[config.mk]
export PLATFORM = sky130hd
export DESIGN_NAME = tpq_top
export DESIGN_NICKNAME = d
export VERILOG_FILES = /design/src/rtl/tpq_pkg.sv /design/src/rtl/tpq_cfg.sv /design/src/rtl/tpq_qual.sv /design/src/rtl/tpq_top.sv
export SDC_FILE = /design/constraint.sdc
export NUM_CORES = 1
export LEC_CHECK = 0
export BUFFER_PORTS_ARGS = -buffer_cell sky130_fd_sc_hd__buf_2
export CAP_MARGIN = 20
export CORE_MARGIN = 3
export CORE_UTILIZATION = 55
export CTS_CLUSTER_DIAMETER = 40
export CTS_CLUSTER_SIZE = 8
export DETAILED_ROUTE_END_ITERATION = 16
export PLACE_DENSITY = 0.76
export SLEW_MARGIN = 5
export SYNTH_ARGS = -nofsm -noshare
export SYNTH_HDL_FRONTEND = slang
export SYNTH_SLANG_ARGS = --single-unit
[constraint.sdc]
create_clock -name clk -period 3.4 [get_ports clk]
set_input_delay 0.68 -clock clk [delete_from_list [all_inputs] [get_ports clk]]
set_output_delay 0.68 -clock clk [all_outputs]
set_load 0.03 [all_outputs]
[src/rtl/tpq_pkg.sv]
package tpq_pkg;

  localparam int NCH   = 2;
  localparam int CH_RX = 0;
  localparam int CH_TX = 1;

  typedef enum logic [2:0] {
    A_FLOOR  = 3'd0,
    A_MARGIN = 3'd1,
    A_RTIME  = 3'd2,
    A_RGAP   = 3'd3,
    A_FTIME  = 3'd4,
    A_FGAP   = 3'd5,
    A_STCLR  = 3'd6
  } cfg_addr_e;

  // Qualification test on zero-extended 32-bit operands.
  function automatic logic tone_cond(input logic [31:0] inb, input logic [31:0] oob,
                                     input logic [31:0] flr, input logic [31:0] mrg);
    logic signed [33:0] diff;
    diff = $signed({2'b00, inb}) - $signed({2'b00, oob});
    return (inb > flr) && (diff > $signed({2'b00, mrg}));
  endfunction

  // Fall gap: restart when run length >= limit (0 acts as 1), expressed
  // as an exclusive "gap > value" limit for the shared engine.
  function automatic logic [31:0] fall_gap_excl(input logic [31:0] lim);
    return (lim == 32'd0) ? 32'd0 : lim - 32'd1;
  endfunction

endpackage

[src/rtl/tpq_cfg.sv]
module tpq_cfg
  import tpq_pkg::*;
#(
  parameter int LVL_W = 12,
  parameter int T_W   = 8,
  parameter int DW    = 12
) (
  input  logic              clk,
  input  logic              rst_n,
  input  logic              we,
  input  logic [2:0]        addr,
  input  logic [DW-1:0]     wdata,
  output logic [LVL_W-1:0]  floor_q,
  output logic [LVL_W-1:0]  margin_q,
  output logic [T_W-1:0]    rtime_q,
  output logic [T_W-1:0]    rgap_q,
  output logic [T_W-1:0]    ftime_q,
  output logic [T_W-1:0]    fgap_q,
  output logic [NCH-1:0]    st_clr
);

  always_ff @(posedge clk or negedge rst_n) begin
    if (!rst_n) begin
      floor_q  <= '0;
      margin_q <= '0;
      rtime_q  <= '0;
      rgap_q   <= '0;
      ftime_q  <= '0;
      fgap_q   <= '0;
    end else if (we) begin
      case (cfg_addr_e'(addr))
        A_FLOOR:  floor_q  <= wdata[LVL_W-1:0];
        A_MARGIN: margin_q <= wdata[LVL_W-1:0];
        A_RTIME:  rtime_q  <= wdata[T_W-1:0];
        A_RGAP:   rgap_q   <= wdata[T_W-1:0];
        A_FTIME:  ftime_q  <= wdata[T_W-1:0];
        A_FGAP:   fgap_q   <= wdata[T_W-1:0];
        default: ;
      endcase
    end
  end

  assign st_clr = (we && addr == A_STCLR) ? wdata[NCH-1:0] : '0;

endmodule

[src/rtl/tpq_qual.sv]
module tpq_qual #(
  parameter int T_W = 8
) (
  input  logic           clk,
  input  logic           rst_n,
  input  logic           stb,
  input  logic           cond,
  input  logic [T_W-1:0] qual_time,
  input  logic [T_W-1:0] gap_lim,
  output logic           flag,
  output logic           toggle
);

  logic           flag_q;
  logic [T_W-1:0] run_cnt;
  logic [T_W-1:0] gap_cnt;
  logic [T_W:0]   gap_nxt;
  logic [T_W-1:0] run_inc;
  logic           meet;
  logic           gap_over;
  logic           restart;
  logic           timing;

  assign meet     = cond ^ flag_q;
  assign timing   = (run_cnt != '0);
  assign gap_nxt  = {1'b0, gap_cnt} + 1'b1;
  assign gap_over = gap_nxt > {1'b0, gap_lim};
  assign run_inc  = (run_cnt == '1) ? run_cnt : run_cnt + 1'b1;
  assign toggle   = stb && meet && (run_cnt >= qual_time);
  assign restart  = stb && !meet && timing && gap_over;
  assign flag     = flag_q;

  always_ff @(posedge clk or negedge rst_n) begin
    if (!rst_n) begin
      flag_q  <= 1'b0;
      run_cnt <= '0;
      gap_cnt <= '0;
    end else if (stb) begin
      if (toggle) begin
        flag_q  <= ~flag_q;
        run_cnt <= '0;
        gap_cnt <= '0;
      end else if (meet) begin
        run_cnt <= run_inc;
        gap_cnt <= '0;
      end else if (timing) begin
        if (gap_over) begin
          run_cnt <= '0;
          gap_cnt <= '0;
        end else begin
          run_cnt <= run_inc;
          gap_cnt <= gap_nxt[T_W-1:0];
        end
      end
    end
  end

  assert_hold_no_stb_R12: assert property (@(posedge clk) disable iff (!rst_n)
    !stb |=> $stable(flag_q));

  assert_no_flip_in_gap_R3: assert property (@(posedge clk) disable iff (!rst_n)
    (stb && !meet) |=> $stable(flag_q));

  assert_restart_idle_R3: assert property (@(posedge clk) disable iff (!rst_n)
    restart |=> (run_cnt == '0 && gap_cnt == '0));

  assert_zero_time_R6: assert property (@(posedge clk) disable iff (!rst_n)
    (stb && meet && qual_time == '0) |=> (flag_q != $past(flag_q)));

endmodule

[src/rtl/tpq_top.sv]
module tpq_top
  import tpq_pkg::*;
#(
  parameter  int LVL_W = 12,
  parameter  int T_W   = 8,
  localparam int DW    = (LVL_W > T_W) ? LVL_W : T_W
) (
  input  logic             clk,
  input  logic             rst_n,
  input  logic             smp_stb,
  input  logic [LVL_W-1:0] rx_inband,
  input  logic [LVL_W-1:0] rx_outband,
  input  logic [LVL_W-1:0] tx_inband,
  input  logic [LVL_W-1:0] tx_outband,
  input  logic             cfg_we,
  input  logic [2:0]       cfg_addr,
  input  logic [DW-1:0]    cfg_wdata,
  output logic [1:0]       det_flags,
  output logic [1:0]       det_event,
  output logic [1:0]       det_sticky
);

  logic [LVL_W-1:0] floor_q, margin_q;
  logic [T_W-1:0]   rtime_q, rgap_q, ftime_q, fgap_q;
  logic [NCH-1:0]   st_clr;
  logic [NCH-1:0]   tog;
  logic [NCH-1:0]   flg;
  logic [LVL_W-1:0] inb [NCH];
  logic [LVL_W-1:0] oob [NCH];
  logic [T_W-1:0]   fgap_excl;

  assign inb[CH_RX] = rx_inband;
  assign oob[CH_RX] = rx_outband;
  assign inb[CH_TX] = tx_inband;
  assign oob[CH_TX] = tx_outband;
  assign fgap_excl  = T_W'(fall_gap_excl(32'(fgap_q)));

  tpq_cfg #(.LVL_W(LVL_W), .T_W(T_W), .DW(DW)) u_cfg (
    .clk(clk), .rst_n(rst_n), .we(cfg_we), .addr(cfg_addr), .wdata(cfg_wdata),
    .floor_q(floor_q), .margin_q(margin_q), .rtime_q(rtime_q), .rgap_q(rgap_q),
    .ftime_q(ftime_q), .fgap_q(fgap_q), .st_clr(st_clr)
  );

  for (genvar i = 0; i < NCH; i++) begin : g_ch
    logic           cnd;
    logic [T_W-1:0] tq;
    logic [T_W-1:0] gl;

    assign cnd = tone_cond(32'(inb[i]), 32'(oob[i]), 32'(floor_q), 32'(margin_q));
    assign tq  = flg[i] ? ftime_q : rtime_q;
    assign gl  = flg[i] ? fgap_excl : rgap_q;

    tpq_qual #(.T_W(T_W)) u_qual (
      .clk(clk), .rst_n(rst_n), .stb(smp_stb), .cond(cnd),
      .qual_time(tq), .gap_lim(gl), .flag(flg[i]), .toggle(tog[i])
    );

    always_ff @(posedge clk or negedge rst_n) begin
      if (!rst_n) begin
        det_event[i]  <= 1'b0;
        det_sticky[i] <= 1'b0;
      end else begin
        det_event[i]  <= tog[i];
        det_sticky[i] <= (det_sticky[i] & ~st_clr[i]) | tog[i];
      end
    end

    assert_evt_tracks_flag_R8: assert property (@(posedge clk) disable iff (!rst_n)
      det_event[i] == (det_flags[i] != $past(det_flags[i])));

    assert_sticky_with_evt_R9: assert property (@(posedge clk) disable iff (!rst_n)
      det_event[i] |-> det_sticky[i]);
  end

  assign det_flags = flg;

endmodule

==> summary.txt <==
Run status
  • Status: complete, but fails checks
  • Failing checks: negative setup slack

Critical path
  • R2R setup slack: -440 ps
  • Kind of critical path: input port to flip-flop
  • Buf/Inv on CP: 3
  • Startpoint types: input port
  • CP required: 3660 ps
  • Worst setup path startpoint: tx_inband[0]
  • Endpoint class of the critical path: flip-flop
  • Crit path capture: g_ch[1].u_qual.gap_cnt[5]
  • CP Data Arrival Time: 4360 ps
  • Largest delay contributor family on the critical path: compound AO/OA/AOI/OAI gates
  • Slowest stage delay, CP: 340 ps
  • R2r startpoint: u_cfg.fgap_q[1]
  • Sequence of cells on the critical path: buf_8 -> inv_12 -> ha_4 -> fa_2 -> nand2b_4 -> a21boi_2 -> a311oi_2 -> a21oi_2 -> a31oi_1 -> xnor2_1 -> ha_1 -> a22o_1 -> nor4_2 -> o211ai_1 -> o211ai_1 -> a211oi_4 -> buf_6 -> xnor2_4 -> a21bo_4 -> or2_4 -> o31ai_2
  • WP depth: 21
  • CP Max Fanout: 7
  • Critical-path top delay cell: fa_2
  • RR Endpoint: g_ch[1].u_qual.gap_cnt[5]
  • R2r worst-path depth: 15
  • Top cell by count, worst path: o211ai_1

Route
  • # DRC: 0
  • Vias/cell: 5.80
  • ANT nets after route: 0
  • Final wirelength: 20000 um
  • Via Count: 6841
  • First-pass DRT Iterations: 8
  • DRT iter0 DRCs: 370
  • DR WL/cell: 17.0 um

STA
  • Final worst path period share: 1.20
  • Max-Slew Margin vs Limit: 0.475
  • Fin worst setup slack: -694 ps
  • Setup Skew: 7.17 ps
  • Setup Viol. Count Final: 37
  • Max Clk Rate: 244 MHz
  • Setup TNS: -18060 ps
  • RSZ-0062 raised after global routing: yes
  • Worst-Margin Slew: 788 ps
  • Pins Over Slew Limit: 0
  • Hold Fails Final Rpt: 0
  • Final min period: 4090 ps
  • Worst hold slack: 338 ps

Die
  • DIE AREA: 0.0152 sq mm
  • Die Height: 123 um
  • Cell Rows: 42
  • I/O Pins: 73
  • Die width: 123 um
  • Core area: 0.0133 sq mm
  • Starting Density: 0.569

Final layout
  • Layout cell share with drive strength beyond 1: 0.339
  • Final instance area: 0.00990 sq mm
  • Fin nets: 1179
  • Area Growth Syn to Fin: 30.4%
  • Filler cell count: 962
  • # diodes: 0
  • Utilization after layout: 0.742

Placed design
  • Post-placement cell area: 0.00903 sq mm
  • RD Place Congestion: 0.879
  • Final HPWL DP: 14800 um
  • IO buf count: 72

Global routing
  • Largest net degree at the start of global routing: 52
  • Tot GR Track Use: 0.268
  • Vias in the first global route: 6767
  • First-pass GRT wire length: 32000 um
  • GRT overflow: 0
  • Initial antenna violation count: 0

Clocking
  • Worst-Skew Late Latency: 350 ps
  • # hold bufs at CTS: 0
  • H-tree depth: 3
  • Clk sinks: 94
  • CTS Buf Count: 9
  • Root Driver: clkbuf_16
  • Clock transition at path regs: 70 ps
  • CTS tree: built
  • Clock Path Buffers: 2

Logic synthesis
  • Syn nets: 998
  • Top post-synthesis cells by count: 112 x ha_1, 94 x dfrtp_1, 66 x inv_1, 64 x nand2_1, 51 x a21oi_1
  • Library cells used by synthesis: 60
  • Sequential area share after synthesis: 0.310
  • Mapped cell area: 0.00759 sq mm
  • Synthesized instance count: 817
  • Most common cell in the netlist: ha_1
  • Synth warn: 0
  • Area contributors post-synth: dfrtp_1 31%, ha_1 18%, mux2_2 6.2%, mux2i_1 3.7%, a21oi_1 3.4%
  • #FFs+latches synth: 94
  • Async S/R FF share, synth: 1.00
  • Synthesized area per cell: 9.29 sq um
  • Synth top area share: 0.310
  • Ys flop type: dfrtp_1
  • Area leader, netlist: dfrtp_1
  • Number of synthesized flops with an enable pin: 0

Worst hold path
  • Worst min path class: input port to async pin

Pwr
  • LEAKAGE: 4.79 nW
  • Total Power: 0.00597 W
  • Power per standard cell area: 603 mW/mm^2
  • Clock share of power: 0.182
  • Switching share of power: 0.403
  • Share of power burned in registers: 0.290
  • Pint: 0.00356 W
  • Logic pwr share: 0.528
  • P_sw: 0.00241 W
  • Maximum VDD drop: 0.263 mV

Job
  • Max_cap viols: 0
[kinds of logic (layout without fill, tap and decap cells)]
family	count (synthesis)	count (layout)	share of synthesized area
AOI/OAI and AO/OA	195	195	0.165
xor gates and xnor gates	34	34	0.0402
adders and majority gates	114	114	0.190
buffers and inverters	83	269	0.0425
DFF	94	94	0.310
muxes	71	71	0.101
and+or+nand+nor	226	226	0.151
[worst register-to-register path: cells and delay by family, from the launching register on]
family	cells	cell delay [ps]
AO/OA/AOI/OAI	7	1400
multiplexers	1	340
flip-flops	1	400
AND/OR/NAND/NOR	6	1360
adder cells (fa/ha/maj)	1	270
[worst min-delay path by stage]
stage,startpoint,endpoint,slack (ps),cells past startpoint
floorplan,rst_n,det_event[0],380,0
global placement,det_sticky[1],det_sticky[1],460,1
detailed placement,det_sticky[1],det_sticky[1],470,1
CTS,rst_n,g_ch[1].u_qual.gap_cnt[1],360,1
global route,rst_n,g_ch[1].u_qual.gap_cnt[1],390,1
finish,rst_n,g_ch[1].u_qual.gap_cnt[1],340,1
[through the flow]
step	setup WS [ps]	instances
after CTS	-736	1171
after floorplan	-765	817
after global routing	-935	1179
after global placement	-1100	1148
after detailed placement	-1300	1148
final	-694	1179
[repair_timing]
action                     4_1_cts  5_1_grt
setup buffers                    7        7
gates resized for setup         67       38
setup endpoints to repair       38       37
pin swaps                       39       25
[power by group through the flow]
stage / Combinational [W] / Sequential [W] / Clock, W
after floorplan: 0.00194 / 0.00164 / 0
after global placement: 0.00265 / 0.00171 / 0
after detailed placement: 0.00274 / 0.00172 / 0
after CTS: 0.00298 / 0.00171 / 0.00110
after global routing: 0.00347 / 0.00177 / 0.00115
final: 0.00315 / 0.00173 / 0.00109
[final cells by class]
class,instances,area (sq um),share of cell area
clock inverter,7,96.3,0.00973
sequential,94,2350,0.238
clock buffer,9,225,0.0227
timing repair buffer,187,1330,0.135
multi-input combinational,640,5400,0.545
tap,176,220,0.0222
inverter,66,278,0.0281
[flip-flops by register name, indices dropped and copies added, names as in the netlist]
| register | flops |
|---|---|
| u_cfg.rtime_q | 8 |
| u_cfg.margin_q | 12 |
| u_cfg.floor_q | 12 |
| g_ch.u_qual.gap_cnt | 16 |
| g_ch.u_qual.run_cnt | 16 |
| u_cfg.rgap_q | 8 |
| det_event | 2 |
| det_sticky | 2 |
| u_cfg.fgap_q | 8 |
| g_ch.u_qual.flag | 2 |
| u_cfg.ftime_q | 8 |
[cell usage in the layout (no fill, tap or decap), types with 21 or more instances in the layout]
cell type / count
ha_1: 106
buf_4: 103
dfrtp_1: 94
buf_2: 64
inv_1: 61
nand2_1: 56
mux2_2: 39
a21oi_1: 38
o21ai_0: 34
nor2_1: 33
mux2i_1: 28
nand3_1: 23
xnor2_1: 21
[metal layers]
layer,vias up,track usage,share of wire,wire (um)
met5,-,0,0,0
met4,0,0.145,0.050,1010
met3,70,0.0416,0.042,847
met2,189,0.459,0.50,9920
met1,3248,0.324,0.41,8260
li1,3334,-,-,-
Note: power is estimated with default switching activity, not from simulation.
